--- src/rtl/hpb_pkg.sv ---
package hpb_pkg;
  localparam int BYTE_W = 8;
  localparam int WORD_W = 16;

  typedef enum logic [1:0] {
    SEL_CTL      = 2'b00,
    SEL_DATA_INC = 2'b01,
    SEL_ADDR     = 2'b10,
    SEL_DATA     = 2'b11
  } host_sel_e;

  typedef enum logic [1:0] {
    SRC_NONE  = 2'b00,
    SRC_REG   = 2'b01,
    SRC_MEM   = 2'b10,
    SRC_LATCH = 2'b11
  } rsp_src_e;

  function automatic logic [WORD_W-1:0] join_bytes(input logic [BYTE_W-1:0] first_b,
                                                   input logic [BYTE_W-1:0] second_b,
                                                   input logic lsb_first);
    return lsb_first ? {second_b, first_b} : {first_b, second_b};
  endfunction

  function automatic logic [BYTE_W-1:0] pick_byte(input logic [WORD_W-1:0] w,
                                                  input logic is_second,
                                                  input logic lsb_first);
    return (is_second ^ lsb_first) ? w[BYTE_W-1:0] : w[WORD_W-1:BYTE_W];
  endfunction
endpackage

--- src/rtl/hpb_regs.sv ---
module hpb_regs
  import hpb_pkg::*;
#(
  parameter int AW = 10
) (
  input  logic              clk_i,
  input  logic              rst_ni,
  input  logic              strb_i,
  input  logic              wr_i,
  input  host_sel_e         sel_i,
  input  logic              second_i,
  input  logic [BYTE_W-1:0] wdata_i,
  input  logic              lp_ctl_we_i,
  input  logic [WORD_W-1:0] lp_ctl_wdata_i,
  output logic              order_o,
  output logic [WORD_W-1:0] ctl_o,
  output logic [AW-1:0]     addr_o,
  output logic [BYTE_W-1:0] hold_o
);
  localparam int PAD_W = BYTE_W - 1;

  logic              order_q;
  logic [AW-1:0]     addr_q;
  logic [BYTE_W-1:0] hold_q;
  logic              host_wr;
  logic [WORD_W-1:0] new_word;

  assign host_wr  = strb_i & wr_i;
  assign new_word = join_bytes(hold_q, wdata_i, order_q);

  always_ff @(posedge clk_i or negedge rst_ni) begin
    if (!rst_ni) begin
      order_q <= 1'b0;
    end else if (host_wr && sel_i == SEL_CTL) begin
      order_q <= wdata_i[0];  // host wins over local write
    end else if (lp_ctl_we_i) begin
      order_q <= lp_ctl_wdata_i[0];
    end
  end

  always_ff @(posedge clk_i or negedge rst_ni) begin
    if (!rst_ni) begin
      hold_q <= '0;
    end else if (host_wr && !second_i && sel_i != SEL_CTL) begin
      hold_q <= wdata_i;
    end
  end

  always_ff @(posedge clk_i or negedge rst_ni) begin
    if (!rst_ni) begin
      addr_q <= '0;
    end else if (host_wr && second_i && sel_i == SEL_ADDR) begin
      addr_q <= new_word[AW-1:0];
    end else if (strb_i && second_i && sel_i == SEL_DATA_INC) begin
      addr_q <= addr_q + AW'(1);
    end
  end

  assign order_o = order_q;
  assign ctl_o   = {{PAD_W{1'b0}}, order_q, {PAD_W{1'b0}}, order_q};
  assign addr_o  = addr_q;
  assign hold_o  = hold_q;

  p_addr_first_hold_r5: assert property (@(posedge clk_i) disable iff (!rst_ni)
    (strb_i && wr_i && sel_i == SEL_ADDR && !second_i) |=> $stable(addr_o));

  p_plain_data_keeps_addr_r7: assert property (@(posedge clk_i) disable iff (!rst_ni)
    (strb_i && sel_i == SEL_DATA) |=> $stable(addr_o));
endmodule

--- src/rtl/hpb_arb.sv ---
module hpb_arb
  import hpb_pkg::*;
#(
  parameter int AW = 10
) (
  input  logic              clk_i,
  input  logic              rst_ni,
  input  logic              host_req_i,
  input  logic              host_we_i,
  input  logic [AW-1:0]     host_addr_i,
  input  logic [WORD_W-1:0] host_wdata_i,
  input  logic              lp_req_i,
  input  logic              lp_we_i,
  input  logic [AW-1:0]     lp_addr_i,
  input  logic [WORD_W-1:0] lp_wdata_i,
  output logic              lp_gnt_o,
  output logic              mem_req_o,
  output logic              mem_we_o,
  output logic [AW-1:0]     mem_addr_o,
  output logic [WORD_W-1:0] mem_wdata_o
);
  always_comb begin
    lp_gnt_o  = lp_req_i & ~host_req_i;
    mem_req_o = host_req_i | lp_req_i;
    if (host_req_i) begin
      mem_we_o    = host_we_i;
      mem_addr_o  = host_addr_i;
      mem_wdata_o = host_wdata_i;
    end else begin
      mem_we_o    = lp_we_i & lp_req_i;
      mem_addr_o  = lp_addr_i;
      mem_wdata_o = lp_wdata_i;
    end
  end

  p_host_first_r8: assert property (@(posedge clk_i) disable iff (!rst_ni)
    host_req_i |-> (!lp_gnt_o && mem_req_o && mem_addr_o == host_addr_i));

  p_lp_served_r8: assert property (@(posedge clk_i) disable iff (!rst_ni)
    (lp_req_i && !host_req_i) |-> (lp_gnt_o && mem_addr_o == lp_addr_i));
endmodule

--- src/rtl/hpb_rsp.sv ---
module hpb_rsp
  import hpb_pkg::*;
#(
  parameter int AW = 10
) (
  input  logic              clk_i,
  input  logic              rst_ni,
  input  logic              strb_i,
  input  logic              wr_i,
  input  host_sel_e         sel_i,
  input  logic              second_i,
  input  logic              order_i,
  input  logic [WORD_W-1:0] ctl_i,
  input  logic [AW-1:0]     addr_i,
  input  logic [WORD_W-1:0] mem_rdata_i,
  output logic              rvalid_o,
  output logic [BYTE_W-1:0] rdata_o
);
  rsp_src_e          src_q;
  logic              second_q;
  logic              order_q;
  logic [BYTE_W-1:0] reg_byte_q;
  logic [WORD_W-1:0] word_q;
  logic              host_rd;
  logic [WORD_W-1:0] reg_word;

  assign host_rd  = strb_i & ~wr_i;
  assign reg_word = (sel_i == SEL_CTL) ? ctl_i : WORD_W'(addr_i);

  always_ff @(posedge clk_i or negedge rst_ni) begin
    if (!rst_ni) begin
      src_q      <= SRC_NONE;
      second_q   <= 1'b0;
      order_q    <= 1'b0;
      reg_byte_q <= '0;
    end else begin
      src_q <= SRC_NONE;
      if (host_rd) begin
        second_q   <= second_i;
        order_q    <= order_i;
        reg_byte_q <= pick_byte(reg_word, second_i, order_i);
        if (sel_i == SEL_DATA || sel_i == SEL_DATA_INC) begin
          src_q <= second_i ? SRC_LATCH : SRC_MEM;
        end else begin
          src_q <= SRC_REG;
        end
      end
    end
  end

  // copy of the fetched word serves the second byte
  always_ff @(posedge clk_i or negedge rst_ni) begin
    if (!rst_ni) begin
      word_q <= '0;
    end else if (src_q == SRC_MEM) begin
      word_q <= mem_rdata_i;
    end
  end

  always_comb begin
    unique case (src_q)
      SRC_REG:   rdata_o = reg_byte_q;
      SRC_MEM:   rdata_o = pick_byte(mem_rdata_i, second_q, order_q);
      SRC_LATCH: rdata_o = pick_byte(word_q, 1'b1, order_q);
      default:   rdata_o = '0;
    endcase
  end

  assign rvalid_o = (src_q != SRC_NONE);

  p_rsp_next_r6: assert property (@(posedge clk_i) disable iff (!rst_ni)
    (strb_i && !wr_i) |=> rvalid_o);

  p_rsp_only_reads_r6: assert property (@(posedge clk_i) disable iff (!rst_ni)
    !(strb_i && !wr_i) |=> !rvalid_o);
endmodule

--- src/rtl/hpb_bridge.sv ---
module hpb_bridge
  import hpb_pkg::*;
#(
  parameter int AW = 10
) (
  input  logic                clk_i,
  input  logic                rst_ni,
  input  logic                host_strb_i,
  input  logic                host_wr_i,
  input  logic [1:0]          host_sel_i,
  input  logic                host_second_i,
  input  logic [BYTE_W-1:0]   host_wdata_i,
  output logic                host_rvalid_o,
  output logic [BYTE_W-1:0]   host_rdata_o,
  input  logic                lp_req_i,
  input  logic                lp_we_i,
  input  logic [AW-1:0]       lp_addr_i,
  input  logic [WORD_W-1:0]   lp_wdata_i,
  output logic                lp_gnt_o,
  output logic                lp_rvalid_o,
  output logic [WORD_W-1:0]   lp_rdata_o,
  input  logic                lp_ctl_we_i,
  input  logic [WORD_W-1:0]   lp_ctl_wdata_i,
  output logic [WORD_W-1:0]   lp_ctl_o,
  output logic                mem_req_o,
  output logic                mem_we_o,
  output logic [AW-1:0]       mem_addr_o,
  output logic [WORD_W-1:0]   mem_wdata_o,
  input  logic [WORD_W-1:0]   mem_rdata_i
);
  host_sel_e         sel;
  logic              order;
  logic [WORD_W-1:0] ctl;
  logic [AW-1:0]     addr;
  logic [BYTE_W-1:0] hold;
  logic              host_req;
  logic [WORD_W-1:0] host_wword;
  logic              lp_rvalid_q;

  assign sel = host_sel_e'(host_sel_i);

  // write: memory on second byte; read: memory on first byte
  assign host_req   = host_strb_i & host_sel_i[0] & (host_wr_i ? host_second_i : ~host_second_i);
  assign host_wword = join_bytes(hold, host_wdata_i, order);

  hpb_regs #(.AW(AW)) u_regs (
    .clk_i          (clk_i),
    .rst_ni         (rst_ni),
    .strb_i         (host_strb_i),
    .wr_i           (host_wr_i),
    .sel_i          (sel),
    .second_i       (host_second_i),
    .wdata_i        (host_wdata_i),
    .lp_ctl_we_i    (lp_ctl_we_i),
    .lp_ctl_wdata_i (lp_ctl_wdata_i),
    .order_o        (order),
    .ctl_o          (ctl),
    .addr_o         (addr),
    .hold_o         (hold)
  );

  hpb_arb #(.AW(AW)) u_arb (
    .clk_i        (clk_i),
    .rst_ni       (rst_ni),
    .host_req_i   (host_req),
    .host_we_i    (host_wr_i),
    .host_addr_i  (addr),
    .host_wdata_i (host_wword),
    .lp_req_i     (lp_req_i),
    .lp_we_i      (lp_we_i),
    .lp_addr_i    (lp_addr_i),
    .lp_wdata_i   (lp_wdata_i),
    .lp_gnt_o     (lp_gnt_o),
    .mem_req_o    (mem_req_o),
    .mem_we_o     (mem_we_o),
    .mem_addr_o   (mem_addr_o),
    .mem_wdata_o  (mem_wdata_o)
  );

  hpb_rsp #(.AW(AW)) u_rsp (
    .clk_i       (clk_i),
    .rst_ni      (rst_ni),
    .strb_i      (host_strb_i),
    .wr_i        (host_wr_i),
    .sel_i       (sel),
    .second_i    (host_second_i),
    .order_i     (order),
    .ctl_i       (ctl),
    .addr_i      (addr),
    .mem_rdata_i (mem_rdata_i),
    .rvalid_o    (host_rvalid_o),
    .rdata_o     (host_rdata_o)
  );

  always_ff @(posedge clk_i or negedge rst_ni) begin
    if (!rst_ni) lp_rvalid_q <= 1'b0;
    else         lp_rvalid_q <= lp_gnt_o & ~lp_we_i;
  end

  assign lp_rvalid_o = lp_rvalid_q;
  assign lp_rdata_o  = mem_rdata_i;
  assign lp_ctl_o    = ctl;

  p_first_write_no_mem_r2: assert property (@(posedge clk_i) disable iff (!rst_ni)
    (host_strb_i && host_wr_i && host_sel_i[0] && !host_second_i) |-> (!mem_req_o || lp_gnt_o));

  p_lp_read_rsp_r9: assert property (@(posedge clk_i) disable iff (!rst_ni)
    (lp_gnt_o && !lp_we_i) |=> lp_rvalid_o);
endmodule

--- config.mk ---
export PLATFORM = sky130hd
export DESIGN_NAME = hpb_bridge
export DESIGN_NICKNAME = d
export VERILOG_FILES = /design/src/rtl/hpb_pkg.sv /design/src/rtl/hpb_regs.sv /design/src/rtl/hpb_arb.sv /design/src/rtl/hpb_rsp.sv /design/src/rtl/hpb_bridge.sv
export SDC_FILE = /design/constraint.sdc
export NUM_CORES = 1
export LEC_CHECK = 0
export BUFFER_PORTS_ARGS = -buffer_cell sky130_fd_sc_hd__buf_4
export CAP_MARGIN = 20
export CORE_ASPECT_RATIO = 1.5
export CORE_MARGIN = 2
export CORE_UTILIZATION = 43
export DETAILED_ROUTE_END_ITERATION = 16
export PLACE_DENSITY = 0.77
export SLEW_MARGIN = 40
export SYNTH_ARGS = -nofsm -noshare
export SYNTH_HDL_FRONTEND = slang
export SYNTH_SLANG_ARGS = --single-unit
--- constraint.sdc ---
create_clock -name clk_i -period 1.6 [get_ports clk_i]
set_input_delay 0.32 -clock clk_i [delete_from_list [all_inputs] [get_ports clk_i]]
set_output_delay 0.32 -clock clk_i [all_outputs]
set_load 0.05 [all_outputs]
Yosys cells after proc, flatten, opt, wreduce, memory -nomap -nowiden
Index checks and enable logic that the tools add are counted.
{ "op_classes": {"n_reduce_logical": 14, "add_sub_neg": 1, "mux": 17, "bitwise_logic": 14, "n_eq_ne": 6} }
{ "op_table": {"columns": ["cell", "n"], "rows": [
  ["10-bit two-way mux", 4],
  ["16-bit two-way mux", 2],
  ["8-bit two-way mux", 3],
  ["8-bit one-hot mux with 3 select lines", 1],
  ["10-bit by 1-bit adder with 10-bit output, second input constant", 1],
  ["2-bit equality test, second input constant", 4],
  ["2-bit nonzero test", 4],
  ["1-bit bitwise AND", 7],
  ["1-bit logical AND", 7],
  ["1-bit two-way mux", 5],
  ["2-bit by 1-bit equality test with 1-bit output, second input constant", 2],
  ["2-bit two-way mux", 2],
  ["1-bit NOT", 4],
  ["2-bit zero test", 1],
  ["1-bit XOR", 2],
  ["1-bit zero test", 1],
  ["1-bit logical OR", 1],
  ["1-bit OR", 1]
]} }
{ "word_totals": {"word_cells": 61, "regBits": 48} }

Logic depth before layout (Yosys ltp)
Gate-level depths: netlist of run 1.
{ "logic_depth": {"depth_word": 6, "ltp_mapped": 7, "ltp_nobuf": 5} }

By module
From an unflattened synthesis of run 1, not the netlist that was laid out.
{ "hier_totals": {"hier_cells": 364, "hier_area_um2": 3602.2} }
{ "modules_own_cells": {"columns": ["mod", "area_per_inst_um2", "instances", "cells_each"], "rows": [
  ["hpb_rsp", 1640.3, 1, 183],
  ["hpb_regs", 1174.9, 1, 111],
  ["hpb_bridge", 415.4, 1, 38],
  ["hpb_arb", 371.6, 1, 32]
]} }

Worst setup path after synthesis of run 1
Ideal clock, no wire load.
{ "synth_timing": {"kind": "flip-flop to output port", "from": "register u_rsp.order_q", "to": "output port host_rdata_o[4]", "slack_ps": -834, "path_stages_with_launch": 5, "path_buffers": 1, "arrival_ps": 2114, "cell_sequence": "dfrtp_1 -> buf_2 -> xnor2_4 -> mux2i_1 -> o21ai_0"} }
{ "synth_between": {"elab_chain_len": 3} }
{ "synth_lines": {"columns": ["item", "line", "source"], "rows": [
  ["start: declaration", "hpb_rsp.sv:21", "logic order_q;"],
  ["start signal: assignment", "hpb_rsp.sv:40", "order_q <= order_i;"],
  ["1-bit XOR", "hpb_pkg.sv:28", "return (is_second ^ lsb_first) ? w[BYTE_W-1:0] : w[WORD_W-1:BYTE_W];"],
  ["8-bit two-way mux", "hpb_pkg.sv:28", null],
  ["8-bit one-hot mux with 3 select lines (*)", "hpb_rsp.sv:61", "unique case (src_q)"],
  ["end: declaration", "hpb_bridge.sv:14", "output logic [BYTE_W-1:0] host_rdata_o,"]
]} }
Every way passes the cells marked *; elsewhere a longest branch is shown, timed or not.

Worst setup path after layout of run 1
{ "layout_timing": {"from": "register u_rsp.second_q", "to": "output port host_rdata_o[5]"} }
{ "layout_between": {"elab_chain_len": 3} }
{ "layout_lines": {"columns": ["item", "line", "source"], "rows": [
  ["start: declaration", "hpb_rsp.sv:20", "logic second_q;"],
  ["start signal: assignment", "hpb_rsp.sv:39", "second_q <= second_i;"],
  ["1-bit XOR", "hpb_pkg.sv:28", null],
  ["8-bit two-way mux", "hpb_pkg.sv:28", null],
  ["8-bit one-hot mux with 3 select lines", "hpb_rsp.sv:61", null]
]} }
Every way passes these cells.

==> impl_table.tex, run 1 <==
\begin{tabular}{lr}
\hline
Metric & Value \\
\hline
\multicolumn{2}{l}{\textbf{Yosys}} \\
\quad Most used DFF post-synth & dfrtp\_1 \\
\quad Most frequent cells after synthesis & nand2\_1 (68), dfrtp\_1 (48), mux2i\_1 (35) \\
\quad Asr flop ratio synth & 100\% \\
\quad Share of Yosys cell area claimed by the top area cell type & 37.3\% \\
\quad Portion of the post-synthesis area used by sequential elements & 37.3\% \\
\quad Post-Syn Instances & 353 \\
\quad Post-synth top area cell & dfrtp\_1 \\
\quad Flip-flop and latch count after synthesis & 48 \\
\quad Top-count cell post-synth & nand2\_1 \\
\quad Post-Syn Area per Cell & 9.13 µm² \\
\quad Cell area after synthesis & 0.00322 mm² \\
\quad Syn. warnings & 0 \\
\quad Number of different library cells in the post-synthesis netlist & 46 \\
\quad Number of enable-type register cells in the synthesized netlist & 0 \\
\quad Largest cells by area after synthesis & dfrtp\_1 (37\%), mux2i\_1 (11\%), buf\_4 (7.9\%) \\
\multicolumn{2}{l}{\textbf{Critical path}} \\
\quad Arrival time of the worst setup path & 1.66 ns \\
\quad Number of cells on the worst reg-to-reg path & 6 \\
\quad Sort of element at the start of the critical path & flop \\
\quad Maximum fanout encountered on the critical timing path & 8 \\
\quad Worst Setup End Kind & primary output \\
\quad Critical path start-end classification & flop to primary output \\
\quad Required time worst endpoint & 1.28 ns \\
\multicolumn{2}{l}{\textbf{Clock tree}} \\
\quad Clock latency reported for the late side of the worst-skew pair & 0.30 ns \\
\quad Number of clock sinks seen by CTS & 48 \\
\quad Clock Pin Slew Worst Setup and Hold Paths & 0.09 ns \\
\quad Hold buffer count at cts & 0 \\
\quad Clock Tree Root & clkbuf\_8 \\
\quad Number of clock buffers inserted by TritonCTS & 5 \\
\quad CTS tree & built \\
\quad Number of levels the H-tree was split into & 2 \\
\quad Buffers from clock root to sink, at most & 2 \\
\multicolumn{2}{l}{\textbf{STA}} \\
\quad Final number of max-transition violations & 0 \\
\quad Maximum clock frequency & 506 MHz \\
\quad Post-Route Skew & 0.00636 ns \\
\quad Count of final setup violators & 39 \\
\quad Fin crit period & 1.98 ns \\
\quad Final critical-path setup slack & -0.376 ns \\
\quad Worst slew margin relative to its limit & 56.4\% \\
\quad Final hold viol count & 0 \\
\quad Worst Max-Slew Pin Slew & 0.651 ns \\
\quad Hold Slack & 0.0293 ns \\
\quad Period utilization & 124\% \\
\quad Unrepaired setup endpoints after global routing & yes \\
\multicolumn{2}{l}{\textbf{Global route}} \\
\quad Number of antenna violations at the first check in global routing & 0 \\
\quad Total routing usage reported by global routing & 23.6\% \\
\quad Total congestion overflow after global routing & 0 \\
\quad First-pass GRT wire length & 14.9 mm \\
\quad Maximum number of pins on one net before global-route repair & 49 \\
\quad Via count of the first global-routing pass & 3142 \\
\multicolumn{2}{l}{\textbf{Worst hold path}} \\
\quad Class of the tightest hold or removal check & primary input to async pin \\
\multicolumn{2}{l}{\textbf{Power and ir drop}} \\
\quad Power per cell area & 942 mW/mm² \\
\quad Leak pwr & 2.45 nW \\
\quad Power Total & 5.13 mW \\
\quad Largest voltage drop on the vdd net & 0.723 mV \\
\multicolumn{2}{l}{\textbf{Layout}} \\
\quad Area used by multi-input combinational logic & 0.00233 mm² \\
\quad Count of antenna diodes in the layout & 0 \\
\quad Area used by sequential logic in the layout & 0.00121 mm² \\
\quad Filler Cells Inserted & 476 \\
\quad Layout overhead on the synthesized area & 69.1\% \\
\quad Count of nets after finishing & 565 \\
\quad Share of post-route cells with drive strength above 1 & 54.6\% \\
\multicolumn{2}{l}{\textbf{Routing}} \\
\quad Number of nets with antenna violations after routing & 0 \\
\quad DRC errors left & 0 \\
\quad Count of TritonRoute iterations in the first routing pass & 4 \\
\quad Via density per instance & 5.23 \\
\quad Count of vias placed by the detailed router & 3082 \\
\quad Mean routed wirelength per cell & 17.2 µm \\
\quad Total detailed-routing wirelength & 10.1 mm \\
\quad Number of violations reported at the end of detailed-routing iteration 0 & 91 \\
\multicolumn{2}{l}{\textbf{Floorplanning}} \\
\quad Effective utilization at floorplan & 44.6\% \\
\quad Die width & 74.7 µm \\
\quad Top-level I/O count & 147 \\
\quad Area enclosed by the die boundary & 0.00822 mm² \\
\quad Area of the placeable core & 0.00723 mm² \\
\quad Number of placement rows & 38 \\
\quad Die Height & 110 µm \\
\multicolumn{2}{l}{\textbf{Placed design}} \\
\quad Count of port buffers added during placement & 117 \\
\quad Placer congestion estimate & 0.856 \\
\quad Worst setup timing slack at the placement stage & -0.304 ns \\
\quad Detail Placement HPWL & 6.33 mm \\
\multicolumn{2}{l}{\textbf{Run status}} \\
\quad Result of the run & complete, but fails checks \\
\quad Violations in the final reports & negative setup slack \\
\multicolumn{2}{l}{\textbf{Flow run}} \\
\quad Count of maximum capacitance violations & 0 \\
\hline
\end{tabular}
==> flip-flops by register name, indices dropped and copies added (netlist names), 2 cells and up <==
| signal | cells |
|---|---|
| u_rsp.reg_byte_q | 8 |
| u_rsp.word_q | 16 |
| u_regs.hold_o | 8 |
| u_regs.addr_o | 10 |
| u_rsp.src_q | 2 |
==> final timing paths <==
kind / start / end / slack, ns
min: rst_ni / u_rsp.word_q[9]$_DFFE_PN0N_ / 0.03
max in group asynchronous: rst_ni / u_rsp.src_q[1]$_DFF_PN0_ / 1.13
max: u_rsp.second_q$_DFFE_PN0P_ / host_rdata_o[5] / -0.38
min in group clk_i: lp_we_i / lp_rvalid_o$_DFF_PN0_ / 0.18
max reg2reg: u_regs.order_o$_DFFE_PN0P_ / u_regs.addr_o[0]$_DFFE_PN0P_ / 0.02
min reg2reg: u_rsp.word_q[8]$_DFFE_PN0N_ / u_rsp.word_q[8]$_DFFE_PN0N_ / 0.48
==> layout make-up <==
cell class              instances  share of cell area [%]
clock inverters                 3                   0.781
inverters                       2                   0.138
clock buffers                   5                    1.26
multi-input cells             261                    42.7
flip-flops and latches         48                    22.2
well taps                     100                    2.30
repair buffers                170                    30.7
==> power breakdown <==
| group | total, mW | leakage, nW | switching, mW | internal (mW) |
|---|---|---|---|---|
| Combinational | 2.52 | 1.80 | 1.29 | 1.23 |
| Sequential | 1.73 | 0.600 | 0.284 | 1.44 |
| Clock | 0.888 | 0.0541 | 0.425 | 0.463 |
| Total | 5.13 | 2.45 | 2.00 | 3.13 |
==> worst max-delay path, cell delays in order, from the launching register on <==
cell,delay (ns)
dfrtp_2,0.45
xnor2_4,0.19
buf_12,0.19
mux2i_4,0.28
o21ai_4,0.07
buf_6,0.16
==> repair_timing <==
action / CTS / global route
hold endpoints to repair: 0 / 0
pin swaps: 19 / 13
endpoints found under the setup margin: 37 / 50
resized for setup: 106 / 21
setup buffers: 10 / 10
gates cloned: 4 / 1
==> placed cells by master, fill, tap and decap left out, types with 6 or more instances in the layout <==
cell type,instances
a21oi_4,16
o21ai_4,8
nor2_1,25
mux2_2,10
o21ai_0,8
mux2_4,10
a22o_1,6
buf_8,11
mux2i_4,24
mux2i_1,11
conb_1,14
o211ai_1,8
buf_6,40
dfrtp_1,43
nand2_1,68
buf_4,109
==> stage by stage <==
stage          area [µm²]  utilization [%]  TNS (ns)  cells
4_1_cts              5280             73.0     -9.01    579
5_1_grt              5450             75.4    -10.81    589
6_report             5450             75.4     -9.01    589
3_3_place_gp         4520             62.5     -7.44    563
2_1_floorplan        3620                -     -3.39    366
3_5_place_dp         4520             62.5     -7.96    563
==> layer usage <==
metal	share of wire (%)	up-vias	global-route usage (%)	wire (µm)
li1	-	1451	-	-
met1	35	1468	25.8	3520
met2	57	141	43.6	5750
met3	5.7	22	4.73	574
met4	2.7	0	9.06	274
met5	0	-	0	0
==> cell families (layout without fill, tap and decap cells) <==
group,after synthesis,count (layout),share of synthesized area [%]
buf+inv,57,180,12.1
compound gates,65,65,13.2
flops,48,48,37.3
simple gates,121,121,16.5
xor+xnor,5,5,1.94
mux,55,55,18.6
other cells,1,14,0.116
fa+ha+maj,1,1,0.388
(Power assumes the default switching activity.)
==> run 2: changes to the inputs <==
--- a/config.mk
+++ b/config.mk
@@ -11,7 +11,7 @@
 export CORE_MARGIN = 2
 export CORE_UTILIZATION = 43
 export DETAILED_ROUTE_END_ITERATION = 16
-export PLACE_DENSITY = 0.77
+export PLACE_DENSITY = 0.88
 export SLEW_MARGIN = 40
 export SYNTH_ARGS = -nofsm -noshare
 export SYNTH_HDL_FRONTEND = slang
==> constraint.sdc (replaced) <==
create_clock -name clk_i -period 1.6 [get_ports clk_i]
set_input_delay 0.32 -clock clk_i [delete_from_list [all_inputs] [get_ports clk_i]]
set_output_delay 0.32 -clock clk_i [all_outputs]
set_load 0.01 [all_outputs]
==> impl_table.tex, run 2 (synthesized netlist as in run 1, its figures left out) <==
\begin{tabular}{lr}
\hline
Metric & Value \\
\hline
\multicolumn{2}{l}{\textbf{Routing}} \\
\quad DRC errors left & 0 (unchanged) \\
\quad Met2 layer wire length in the routed design & 5.70 mm (-0.89\%) \\
\quad Number of nets with antenna violations after routing & 0 (unchanged) \\
\quad Via density per instance & 5.39 (+3.1\%) \\
\quad Mean routed wirelength per cell & 17.3 µm (+0.77\%) \\
\quad Count of vias placed by the detailed router & 3166 (+2.7\%) \\
\quad Total detailed-routing wirelength & 10.2 mm (+0.42\%) \\
\quad Top metal layer carrying routed signals & met4 \\
\quad Count of TritonRoute iterations in the first routing pass & 4 (unchanged) \\
\quad Metal-1 WL & 3.54 mm (+0.45\%) \\
\quad Number of violations reported at the end of detailed-routing iteration 0 & 188 (+110\%) \\
\quad Detail Route met3 WL & 578 µm (+0.70\%) \\
\multicolumn{2}{l}{\textbf{Critical path}} \\
\quad Critical path start-end classification & flop to primary output \\
\quad Arrival time of the worst setup path & 1.59 ns (-0.07 ns) \\
\quad Worst R2R Start & u\_regs.order\_o\$\_DFFE\_PN0P\_ \\
\quad Cells along the critical path & buf\_12, buf\_16, mux2i\_4, a21oi\_2, buf\_4 \\
\quad Setup slack on the worst flop-to-flop path & 0 ns (-0.02 ns) \\
\quad Crit. Startpoint & u\_regs.order\_o\$\_DFFE\_PN0P\_ \\
\quad Maximum fanout encountered on the critical timing path & 8 (unchanged) \\
\quad FF-to-FF End & u\_regs.addr\_o[1]\$\_DFFE\_PN0P\_ \\
\quad CP max stage cell & dfrtp\_2 \\
\quad Required time worst endpoint & 1.28 ns (about the same) \\
\quad Sort of element at the start of the critical path & flop \\
\quad Number of cells on the worst reg-to-reg path & 7 (+1) \\
\quad Maximum single-stage delay on the critical path & 0.46 ns (about the same) \\
\quad Worst Setup End Kind & primary output \\
\multicolumn{2}{l}{\textbf{Flow run}} \\
\quad Count of maximum capacitance violations & 0 (unchanged) \\
\multicolumn{2}{l}{\textbf{STA}} \\
\quad Worst Max-Slew Pin Slew & 0.632 ns (-0.0191 ns) \\
\quad Maximum clock frequency & 524 MHz (+3.5\%) \\
\quad Worst slew margin relative to its limit & 57.7\% (+1.3 points) \\
\quad Post-Route Skew & 0.00726 ns (+0.000905 ns) \\
\quad Setup total negative slack & -7.13 ns (+1.89 ns) \\
\quad Hold Slack & 0.00792 ns (-0.0214 ns) \\
\quad Period utilization & 119\% (-4.2 points) \\
\quad Final hold viol count & 0 (unchanged) \\
\quad Unrepaired setup endpoints after global routing & yes \\
\quad Fin crit period & 1.91 ns (-0.0676 ns) \\
\quad Final critical-path setup slack & -0.308 ns (+0.0676 ns) \\
\quad Final number of max-transition violations & 0 (unchanged) \\
\quad Count of final setup violators & 36 (-7.7\%) \\
\multicolumn{2}{l}{\textbf{Run status}} \\
\quad Violations in the final reports & negative setup slack \\
\quad Result of the run & complete, but fails checks \\
\multicolumn{2}{l}{\textbf{Layout}} \\
\quad Flip-flop count of the largest register, all copies and words added & 16 (unchanged) \\
\quad Filler Cells Inserted & 513 (+7.8\%) \\
\quad Area used by multi-input combinational logic & 0.00207 mm² (-11\%) \\
\quad Final std cells w/o fill & 587 (-0.34\%) \\
\quad Count of nets after finishing & 564 (-0.18\%) \\
\quad Most frequent cells in the layout & buf\_4 (122), nand2\_1 (68), dfrtp\_1 (43), buf\_6 (30), nor2\_1 (23) \\
\quad Commonest non-fill, non-tap cell in the layout & buf\_4 \\
\quad Area used by sequential logic in the layout & 0.00121 mm² (unchanged) \\
\quad Count of antenna diodes in the layout & 0 (unchanged) \\
\quad Share of post-route cells with drive strength above 1 & 50.3\% (-4.3 points) \\
\quad Layout overhead on the synthesized area & 59.2\% \\
\quad Largest Register & u\_rsp.word\_q \\
\multicolumn{2}{l}{\textbf{Floorplanning}} \\
\quad Area of the placeable core & 0.00723 mm² (unchanged) \\
\quad Number of placement rows & 38 (unchanged) \\
\quad Area enclosed by the die boundary & 0.00822 mm² (unchanged) \\
\quad Effective utilization at floorplan & 44.6\% (unchanged) \\
\quad Top-level I/O count & 147 (unchanged) \\
\quad Die width & 74.7 µm (unchanged) \\
\quad Die Height & 110 µm (unchanged) \\
\multicolumn{2}{l}{\textbf{Global route}} \\
\quad Via count of the first global-routing pass & 3236 (+3.0\%) \\
\quad First-pass GRT wire length & 15.5 mm (+4.3\%) \\
\quad Total routing usage reported by global routing & 24.7\% (+1.1 points) \\
\quad Number of antenna violations at the first check in global routing & 0 (unchanged) \\
\quad Total congestion overflow after global routing & 0 (unchanged) \\
\quad Maximum number of pins on one net before global-route repair & 49 (unchanged) \\
\multicolumn{2}{l}{\textbf{Power and ir drop}} \\
\quad Leak pwr & 2.40 nW (-1.9\%) \\
\quad Largest voltage drop on the vdd net & 0.644 mV (-11\%) \\
\quad Switching Fraction & 32.3\% (-6.6 points) \\
\quad Register share of total power & 37.3\% (+3.6 points) \\
\quad Net switching power of the design & 1.50 mW (-25\%) \\
\quad Power share of the combinational group & 40.3\% (-8.7 points) \\
\quad Part of the total power dissipated in the clock network & 22.4\% (+5.1 points) \\
\quad Internal power component & 3.15 mW (+0.51\%) \\
\quad Power per cell area & 907 mW/mm² (-3.7\%) \\
\multicolumn{2}{l}{\textbf{Clock tree}} \\
\quad Clock Tree Root & clkbuf\_8 \\
\quad Buffers from clock root to sink, at most & 2 (unchanged) \\
\quad Clock Pin Slew Worst Setup and Hold Paths & 0.09 ns (about the same) \\
\quad Number of clock sinks seen by CTS & 48 (unchanged) \\
\quad CTS tree & built \\
\quad Clock latency reported for the late side of the worst-skew pair & 0.32 ns (+0.02 ns) \\
\quad Number of clock buffers inserted by TritonCTS & 5 (unchanged) \\
\quad Number of levels the H-tree was split into & 2 (unchanged) \\
\quad Hold buffer count at cts & 0 (unchanged) \\
\multicolumn{2}{l}{\textbf{Placed design}} \\
\quad Count of port buffers added during placement & 117 (unchanged) \\
\quad Detail Placement HPWL & 6.49 mm (+2.4\%) \\
\quad Placer congestion estimate & 0.878 (+2.6\%) \\
\quad Cell Count Post-Placement & 555 (-1.4\%) \\
\multicolumn{2}{l}{\textbf{Worst hold path}} \\
\quad Class of the tightest hold or removal check & primary input to async pin \\
\hline
\end{tabular}
[run 2: cell type report]
class	instances	area share [%]
Tap cell	100	2.44
Sequential cell	48	23.5
Clock inverter	2	1.17
Timing Repair Buffer	168	30.9
Inverter	2	0.146
Clock buffer	5	1.34
Multi-Input combinational cell	262	40.4
[run 2: power groups by stage]
| stage | logic (mW) | registers, mW | clock network [mW] |
|---|---|---|---|
| final | 1.87 | 1.74 | 1.04 |
| after global routing | 1.99 | 1.77 | 1.10 |
| after CTS | 1.74 | 1.71 | 1.04 |
| after detailed placement | 1.40 | 1.69 | 0 |
| after global placement | 1.35 | 1.67 | 0 |
| after floorplan | 0.918 | 1.60 | 0 |
[run 2: worst max-delay path by stage]
stage                            to  slack [ns]
floorplan             mem_addr_o[3]       0.007
global placement    mem_wdata_o[10]       -0.34
detailed placement   mem_wdata_o[8]       -0.39
CTS                 host_rdata_o[5]       -0.31
global route        host_rdata_o[7]       -0.36
finish               mem_wdata_o[4]       -0.31
[run 2: per-layer routing]
| metal | global-route usage (%) | vias up |
|---|---|---|
| li1 | - | 1449 |
| met5 | 0 | - |
| met2 | 46.2 | 138 |
| met4 | 10.8 | 0 |
| met1 | 26.7 | 1551 |
| met3 | 3.73 | 28 |
[run 2: worst max-delay path: cells and delay by family, from the launching register on]
| kind | cells | cell delay [ns] |
|---|---|---|
| buffers and inverters | 3 | 0.43 |
| flip-flops | 1 | 0.46 |
| multiplexers | 1 | 0.20 |
| AO/OA/AOI/OAI | 1 | 0.17 |
[run 2: repair_timing]
item | in CTS | in global routing
gates cloned | 4 | 0
pin swaps | 14 | 12
setup buffers | 17 | 8
hold endpoints to repair | 0 | 0
setup endpoints to repair | 37 | 40
resized for setup | 83 | 18
[run 2: stage by stage]
step	setup WS, ns	cell area, µm²	util [%]	power, mW
final	-0.308	5130	71.0	4.65
after global routing	-0.365	5130	71.0	4.86
after CTS	-0.308	4980	68.9	4.49
after detailed placement	-0.389	4270	59.1	3.10
after global placement	-0.338	4270	59.1	3.02
after floorplan	0.00697	3390	-	2.51
